--- src/rtl/framer_pkg.sv ---
package framer_pkg;
  typedef struct packed {
    logic orbit;
    logic test;
    logic check;
  } strobes_t;

  localparam logic [1:0] TYPE_DATA  = 2'b01;
  localparam logic [1:0] TYPE_ORBIT = 2'b10;
  localparam logic [1:0] TYPE_TEST  = 2'b11;
endpackage

--- src/rtl/framer_ctrl.sv ---
module framer_ctrl
  import framer_pkg::*;
(
  input  logic     clk,
  input  logic     rstN,
  input  logic     orbitMark,
  input  logic     testMode,
  output strobes_t strobes,
  output logic     digReset
);
  logic armed;

  always_ff @(posedge clk) begin
    if (!rstN) begin
      armed    <= 1'b0;
      digReset <= 1'b0;
    end else begin
      if (orbitMark) armed <= 1'b1;
      digReset <= orbitMark;
    end
  end

  always_comb begin
    strobes.orbit = orbitMark;
    strobes.test  = testMode & ~orbitMark;
    strobes.check = armed & ~orbitMark;
  end

  // a reset pulse follows every orbit marker
  p_reset_after_orbit_r3: assert property (@(posedge clk) disable iff (!rstN)
    orbitMark |=> digReset);
  // no reset pulse without a marker
  p_no_stray_reset_r3: assert property (@(posedge clk) disable iff (!rstN)
    !orbitMark |=> !digReset);
endmodule

--- src/rtl/framer_dp.sv ---
module framer_dp
  import framer_pkg::*;
#(
  parameter int EXP_W    = 2,
  parameter int MANT_W   = 5,
  parameter int CAP_W    = 2,
  parameter int BC_W     = 12,
  parameter int HDR_CODE = 10,
  localparam int SAMP_W  = EXP_W + MANT_W,
  localparam int IN_W    = CAP_W + SAMP_W,
  localparam int WORD_W  = 2 + CAP_W + 2 * SAMP_W,
  localparam int PAY_W   = WORD_W - 2,
  localparam int HDR_W   = PAY_W - BC_W
) (
  input  logic              clk,
  input  logic              rstN,
  input  strobes_t          strobes,
  input  logic [1:0]        alignSel,
  input  logic [IN_W-1:0]   ch0Sample,
  input  logic [IN_W-1:0]   ch1Sample,
  input  logic [BC_W-1:0]   bunchCnt,
  input  logic [PAY_W-1:0]  testPattern,
  output logic [WORD_W-1:0] frameWord,
  output logic              capErr
);
  localparam int NCH = 2;

  logic [IN_W-1:0]  rawS   [NCH];
  logic [IN_W-1:0]  dlyQ   [NCH];
  logic [IN_W-1:0]  alignS [NCH];
  logic [CAP_W-1:0] capA   [NCH];
  logic [CAP_W-1:0] expCap;
  logic             capBad;

  assign rawS[0] = ch0Sample;
  assign rawS[1] = ch1Sample;

  for (genvar k = 0; k < NCH; k++) begin : g_align
    always_ff @(posedge clk) begin
      if (!rstN) dlyQ[k] <= '0;
      else       dlyQ[k] <= rawS[k];
    end
    assign alignS[k] = alignSel[k] ? dlyQ[k] : rawS[k];
    assign capA[k]   = alignS[k][IN_W-1 -: CAP_W];
  end

  assign capBad = (capA[0] != capA[1]) || (capA[0] != expCap);

  always_ff @(posedge clk) begin
    if (!rstN) begin
      expCap <= '0;
      capErr <= 1'b0;
    end else begin
      expCap <= strobes.orbit ? '0 : CAP_W'(capA[0] + 1'b1);
      if (strobes.check && capBad) capErr <= 1'b1;
    end
  end

  always_ff @(posedge clk) begin
    if (!rstN)              frameWord <= '0;
    else if (strobes.orbit) frameWord <= {TYPE_ORBIT, HDR_W'(HDR_CODE), bunchCnt};
    else if (strobes.test)  frameWord <= {TYPE_TEST, testPattern};
    else                    frameWord <= {TYPE_DATA, capA[0],
                                          alignS[1][SAMP_W-1:0], alignS[0][SAMP_W-1:0]};
  end

  // orbit message content one clock after the marker
  p_orbit_word_r2: assert property (@(posedge clk) disable iff (!rstN)
    strobes.orbit |=> frameWord == {TYPE_ORBIT, HDR_W'(HDR_CODE), $past(bunchCnt)});
  // test word carries the pattern
  p_test_word_r6: assert property (@(posedge clk) disable iff (!rstN)
    strobes.test |=> frameWord == {TYPE_TEST, $past(testPattern)});
  // error flag never clears
  p_err_sticky_r9: assert property (@(posedge clk) disable iff (!rstN)
    capErr |=> capErr);
  // without checking the flag holds
  p_err_hold_r10: assert property (@(posedge clk) disable iff (!rstN)
    !strobes.check |=> capErr == $past(capErr));
endmodule

--- src/rtl/dual_chan_framer.sv ---
module dual_chan_framer
  import framer_pkg::*;
#(
  parameter int EXP_W    = 2,
  parameter int MANT_W   = 5,
  parameter int CAP_W    = 2,
  parameter int BC_W     = 12,
  parameter int HDR_CODE = 10
) (
  input  logic                                 clk,
  input  logic                                 rstN,
  input  logic                                 orbitMark,
  input  logic                                 testMode,
  input  logic [1:0]                           alignSel,
  input  logic [CAP_W+EXP_W+MANT_W-1:0]        ch0Sample,
  input  logic [CAP_W+EXP_W+MANT_W-1:0]        ch1Sample,
  input  logic [BC_W-1:0]                      bunchCnt,
  input  logic [CAP_W+2*(EXP_W+MANT_W)-1:0]    testPattern,
  output logic [CAP_W+2*(EXP_W+MANT_W)+1:0]    frameWord,
  output logic                                 digReset,
  output logic                                 capErr
);
  strobes_t strobes;

  framer_ctrl ctrl_i (
    .clk       (clk),
    .rstN      (rstN),
    .orbitMark (orbitMark),
    .testMode  (testMode),
    .strobes   (strobes),
    .digReset  (digReset)
  );

  framer_dp #(
    .EXP_W    (EXP_W),
    .MANT_W   (MANT_W),
    .CAP_W    (CAP_W),
    .BC_W     (BC_W),
    .HDR_CODE (HDR_CODE)
  ) dp_i (
    .clk         (clk),
    .rstN        (rstN),
    .strobes     (strobes),
    .alignSel    (alignSel),
    .ch0Sample   (ch0Sample),
    .ch1Sample   (ch1Sample),
    .bunchCnt    (bunchCnt),
    .testPattern (testPattern),
    .frameWord   (frameWord),
    .capErr      (capErr)
  );
endmodule

--- config.mk ---
export PLATFORM = sky130hd
export DESIGN_NAME = dual_chan_framer
export DESIGN_NICKNAME = d
export VERILOG_FILES = /design/src/rtl/framer_pkg.sv /design/src/rtl/framer_ctrl.sv /design/src/rtl/framer_dp.sv /design/src/rtl/dual_chan_framer.sv
export SDC_FILE = /design/constraint.sdc
export NUM_CORES = 1
export LEC_CHECK = 0
export ABC_AREA = 1
export BUFFER_PORTS_ARGS = -buffer_cell sky130_fd_sc_hd__buf_2
export CORE_MARGIN = 5
export CORE_UTILIZATION = 42
export DETAILED_ROUTE_END_ITERATION = 7
export GPL_TIMING_DRIVEN = 1
export PLACE_DENSITY = 0.75
export SYNTH_ARGS = -nofsm -noshare
export SYNTH_HDL_FRONTEND = slang
export SYNTH_SLANG_ARGS = --single-unit
--- constraint.sdc ---
create_clock -name clk -period 0.81 [get_ports clk]
set_input_delay 0.081 -clock clk [delete_from_list [all_inputs] [get_ports clk]]
set_output_delay 0.081 -clock clk [all_outputs]
set_load 0.03 [all_outputs]
# --- After elaboration in Yosys (flattened, before gate mapping) ---
# Memories as Yosys holds them, arrays and structs flattened.
# Cells that the tools add are included.
word_totals:
  register_bits: 23
  latch_bits: 0
  ramBits: 18
  mem_bits_ro: 0
  in_bits: 52
  out_inout_bits: 20
  word_cells: 27
  n_memories: 1
op_classes:
  addsub: 1
  mul: 0
  div: 0
  magnitude_cmp: 0
  eq_ne: 2
  shifts: 0
  muxes: 8
  n_bitwise: 6
  n_reduce_logical: 3
mem_list:
  columns: ["name", "words", "word_bits", "read_ports", "rd_ports_with_merged_regs", "wr", "line", "text"]
  rows:
  - ["dp_i.dlyQ", 2, 9, 2, 0, 2, "framer_dp.sv:29", "logic [IN_W-1:0] dlyQ [NCH];"]
ops:
  columns: ["op", "count"]
  rows:
  - ["$mux W18", 2]
  - ["$mux W9", 4]
  - ["$ne A2 B2 Y1", 2]
  - ["$add A2 B1 Y2 const B", 1]
  - ["$and A1 B1 Y1", 2]
  - ["$mux W1", 2]
  - ["$not A1 Y1", 2]
  - ["$or A1 B1 Y1", 2]
  - ["$reduce_or A2 Y1", 1]
  - ["$logic_and A1 B1 Y1", 1]
  - ["$logic_or A1 B1 Y1", 1]

# --- Depth between registers and ports, before layout ---
logic_depth:
  ltp_word: 4
  mapped_depth: 9
  ltp_nobuf: 9

# --- Hierarchy ---
# Synthesis repeated with hierarchy kept, for this count alone.
unflattened:
  cells_unflattened: 207
  hier_area_um2: 1759.2
modules_own_cells:
  columns: ["module", "n_inst", "cells_per_inst", "area_each_um2", "seq_area_each_um2"]
  rows:
  - ["framer_dp", 1, 195, 1677.9, 780.7]
  - ["framer_ctrl", 1, 12, 81.3, 40.0]

# --- Worst setup path before layout ---
# OpenSTA, ideal clock, no wires.
synth_timing:
  path_type: "register to register"
  from: "memory dp_i.dlyQ[0][8] (netlist bit)"
  to: "register dp_i.capErr"
  setup_ns: 0.070
  t_arrival_ns: 0.812
  t_required_ns: 0.740
  path_slack_ns: -0.072
  path_stages_with_launch: 9
  path_buffers: 0
  synth_period_minus_slack_ns: 0.882
  cell_sequence: "dfxtp_1 -> inv_1 -> o21ai_1 -> nand2_1 -> nand2_1 -> inv_1 -> nand2_1 -> nand2_1 -> a21oi_1"
synth_rtl:
  columns: ["item", "line", "text"]
  rows:
  - ["from (decl)", "framer_dp.sv:29", null]
  - ["to (signal assigned)", "framer_dp.sv:52", "capErr <= 1'b0;"]
  - ["to (signal assigned)", "framer_dp.sv:55", "if (strobes.check && capBad) capErr <= 1'b1;"]
  - ["to (decl)", "framer_dp.sv:24", "output logic capErr"]

==> flow_results.org <==
** Run status
- Status :: finished, violations left
- The checks that failed: negative setup slack.

** Final layout
- Antenna diode instance count :: 0
- Most frequent standard cell in the layout excluding fill and tap cells :: sky130_fd_sc_hd__nand2_1
- Final Instance Count excl. Fillers :: 379
- Fin nets :: 382
- After routing the design area is 2542 sq um.
- Fraction of layout instances using a drive strength above 1 :: 40.48%
- Commonest cells after routing, fill and taps aside :: 63 x sky130_fd_sc_hd__nand2_1, 51 x sky130_fd_sc_hd__buf_2, 33 x sky130_fd_sc_hd__nor2_1, 32 x sky130_fd_sc_hd__inv_1
- Signed area change from the synthesized netlist to the final layout :: 55.83%

** Die
- The core region is 3716 sq um.
- Row generation in the floorplan step produced 22 rows.
- The initial utilization of the core area, before any placement, comes to 43.91%.
- Die boundary width :: 72.33 um
- Die Area :: 5231 sq um
- Number of primary I/O pins :: 72
- Height of the die :: 72.33 um

** Setup path
- Data on the critical path arrives at its endpoint at 1.13 ns.
- Largest driver fanout on the critical path :: 4
- Delay of the slowest critical-path stage :: 0.30 ns
- Data required time at the worst endpoint :: 0.99 ns
- Worst path cell trace :: nand2_1, nand2_2, nor2_1, nand2_1, nand2_1, nand2_1, nand2_1, a21oi_1
- Crit path buffers/inverters :: 0
- The most numerous cell type found on the critical path is sky130_fd_sc_hd__nand2_1.
- For this design, the slowest cell found on the critical path is sky130_fd_sc_hd__dfxtp_1.
- Worst R2R Setup Slack :: -0.15 ns
- The worst setup path is launched from a flip-flop.
- The worst setup path is captured at a flip-flop.
- The critical path is of the reg -> reg type.
- Kind of cell with the highest combined delay on the critical path :: simple AND/OR/NAND/NOR gates

** Yosys
- The cell count after synthesis came out at 226.
- In this run the mean area of a mapped cell was 7.219 sq um.
- Synthesized-area fraction occupied by ao, oa, aoi and oai cells :: 12.12%
- Mux contribution to synthesized area :: 0%
- Adder and majority gate portion of the synthesized area :: 0%
- The synthesized design contains 41 register bits.
- XOR/XNOR share of the synthesized area :: 0%
- Yosys attributes the largest share of cell area to sky130_fd_sc_hd__dfxtp_1 50%, sky130_fd_sc_hd__nand2_1 15%, sky130_fd_sc_hd__inv_1 7.6%.
- Main combinational cell family by area after synthesis :: simple AND/OR/NAND/NOR gates
- The synthesized netlist devotes 25.31% of its cell area to simple gates.
- Cell accounting for the most synthesized area :: sky130_fd_sc_hd__dfxtp_1
- Top-area cell type share of the netlist area :: 50.31%
- Count of yosys warnings during synthesis :: 0
- Sequential elements use 50.31% of the synthesized area.
- Count of unique library cells instantiated by Yosys :: 17
- Synthesis produced a netlist with a net count of 278.
- Mapped cell area :: 1632 sq um

** STA
- The routed design could run at a clock period as short as 0.9553 ns.
- Post-route setup TNS :: -0.5841 ns
- Hold timing on the final database bottoms out at a slack of 0.003322 ns.
- The number of failing hold endpoints at the final stage was 0.
- Timing-limited maximum frequency :: 1047 MHz
- On the final layout, the worst clock skew is 0.002669 ns.
- Final number of setup-violating endpoints :: 23
- The count of final max-slew check failures was 0.
- Headroom to the max-slew limit came out at 79.36%.
- At the pin with the least slew margin, the transition time is 0.3084 ns.
- Share of the clock period used by the worst path :: 117.9%
- Unrepaired setup endpoints after global routing :: yes
- After layout, the worst setup slack is -0.1453 ns.

** CTS
- Clock tree from TritonCTS :: built
- Num CTS Buffers :: 5
- The H-tree was split into 2 levels.
- Counting every sink on the clock net gives 41.
- CTS Root Buffer Type :: sky130_fd_sc_hd__clkbuf_8
- The later pin in the worst-skew pair is clocked with a latency of 0.29 ns.
- Maximum clock path buffer count :: 2
- Clock-pin slew was measured on the worst setup and hold paths at 0.07 ns.

** Global route
- Global route overflow :: 0
- Via count of the first global-routing pass :: 1697
- The first global-routing pass estimated 7465 um of wire.
- Global routing used 18.47% of the available tracks.
- Pin count of the biggest net entering global routing :: 16
- The number of antenna violations at the first check in global routing came to 0.

** Placed design
- Routability-driven placement finished with a final weighted congestion of 0.8247.
- Prior to clock tree synthesis, the placed netlist has a worst setup slack of -0.1343 ns.
- PortBufs :: 71
- Detailed placement ended at an HPWL of 3416 um.
- Post-DP Area :: 2121 sq um
- Inst Count DP :: 354

** Min path
- Min-delay worst type :: in -> reg

** Pwr
- For this design the ratio of total power to cell area is 1732 nW/um^2.
- Summed over all cells, the static leakage comes to 1.366 nW.
- VDD IR-drop max :: 1.389 mV

** Drt
- Total via count after detailed routing :: 1779
- After detailed routing, the average wire length per cell comes to 12.73 um.
- Number of optimization iterations in the first detailed-route pass :: 4
- After detailed routing, the number of remaining DRC violations is 0.
- Residual antenna-violating net count after detailed routing :: 0
- Starting DRC count in detailed routing :: 143
- Total length of routed wires :: 4823 um
- Vias per cell :: 4.694

** Run
- The tool flagged a number of max-cap violations equal to 0.
## path summary, 6_finish.rpt
| check | endpoint | cells after the start | startpoint |
|---|---|---|---|
| setup / recovery | dp_i.capErr | 8 | dp_i.dlyQ[0][7] |
| hold / removal | dp_i.dlyQ[1][8] | 3 | ch1Sample[8] |
| setup reg to reg | dp_i.capErr | 8 | dp_i.dlyQ[0][7] |
| hold reg to reg | dp_i.frameWord[13] | 2 | dp_i.dlyQ[1][6] |
## where the power goes
part           switching (W)  total [W]  leakage [nW]  internal [W]
logic               0.000488   0.000926         0.974      0.000438
registers          0.0000510    0.00220         0.347       0.00215
clock network       0.000676    0.00127        0.0450      0.000597
total                0.00122    0.00440          1.37       0.00319
## registers in the layout, indices dropped and copies added (netlist names)
name and flops:
ctrl_i.armed 1, dp_i.capErr 1, dp_i.expCap 2, dp_i.dlyQ 18, ctrl_i.digReset 1, dp_i.frameWord 18
## metal layers
| layer | up-vias | part of all wire, % | GRT usage [%] |
|---|---|---|---|
| met5 | - | 0 | 0 |
| met1 | 800 | 39 | 20.07 |
| met3 | 10 | 7.7 | 4.986 |
| li1 | 897 | - | - |
| met2 | 72 | 51 | 33.27 |
| met4 | 0 | 2.4 | 8.142 |
## stage by stage
step	power [W]	utilization, %
after detailed placement	0.002973	57.07
after global routing	0.004593	68.42
final	0.004403	68.42
after floorplan	0.002647	-
after CTS	0.004401	67.78
after global placement	0.002956	57.07
## repair_timing
item	CTS	global route
endpoints found under the hold margin	14	0
hold buffers	14	0
pin swaps	4	3
gates cloned	0	0
resized for setup	64	7
buffers inserted	2	1
setup endpoints to repair	24	25
## layout make-up
type	instances	area, sq um
fill	311	1174
multi-input combinational	140	635.6
inverter	36	135.1
timing repair buffer	106	782.0
clock inverter	2	10.01
clock buffer	6	72.57
tap	48	60.06
sequential	41	847.1
## worst register-to-register path, stage by stage, from the launching register on
cell and delay (ns):
sky130_fd_sc_hd__dfxtp_1 0.30, sky130_fd_sc_hd__nand2_1 0.08, sky130_fd_sc_hd__nand2_2 0.09, sky130_fd_sc_hd__nor2_1 0.11
sky130_fd_sc_hd__nand2_1 0.06, sky130_fd_sc_hd__nand2_1 0.06, sky130_fd_sc_hd__nand2_1 0.05, sky130_fd_sc_hd__nand2_1 0.05
sky130_fd_sc_hd__a21oi_1 0.05
## cell families after synthesis
logic type / after synthesis
flops: 41
simple gates: 104
compound gates: 36
buf+inv: 45
## synthesized netlist by cell type (all sizes together)
cell / n
nand2: 65
dfxtp: 41
inv: 36
nor2: 35
o21ai: 18
a31oi: 12
buf: 6
a21oi: 5
nand3: 4
clkbuf: 3
o211ai: 1
Power figures use the tool's default switching activity.
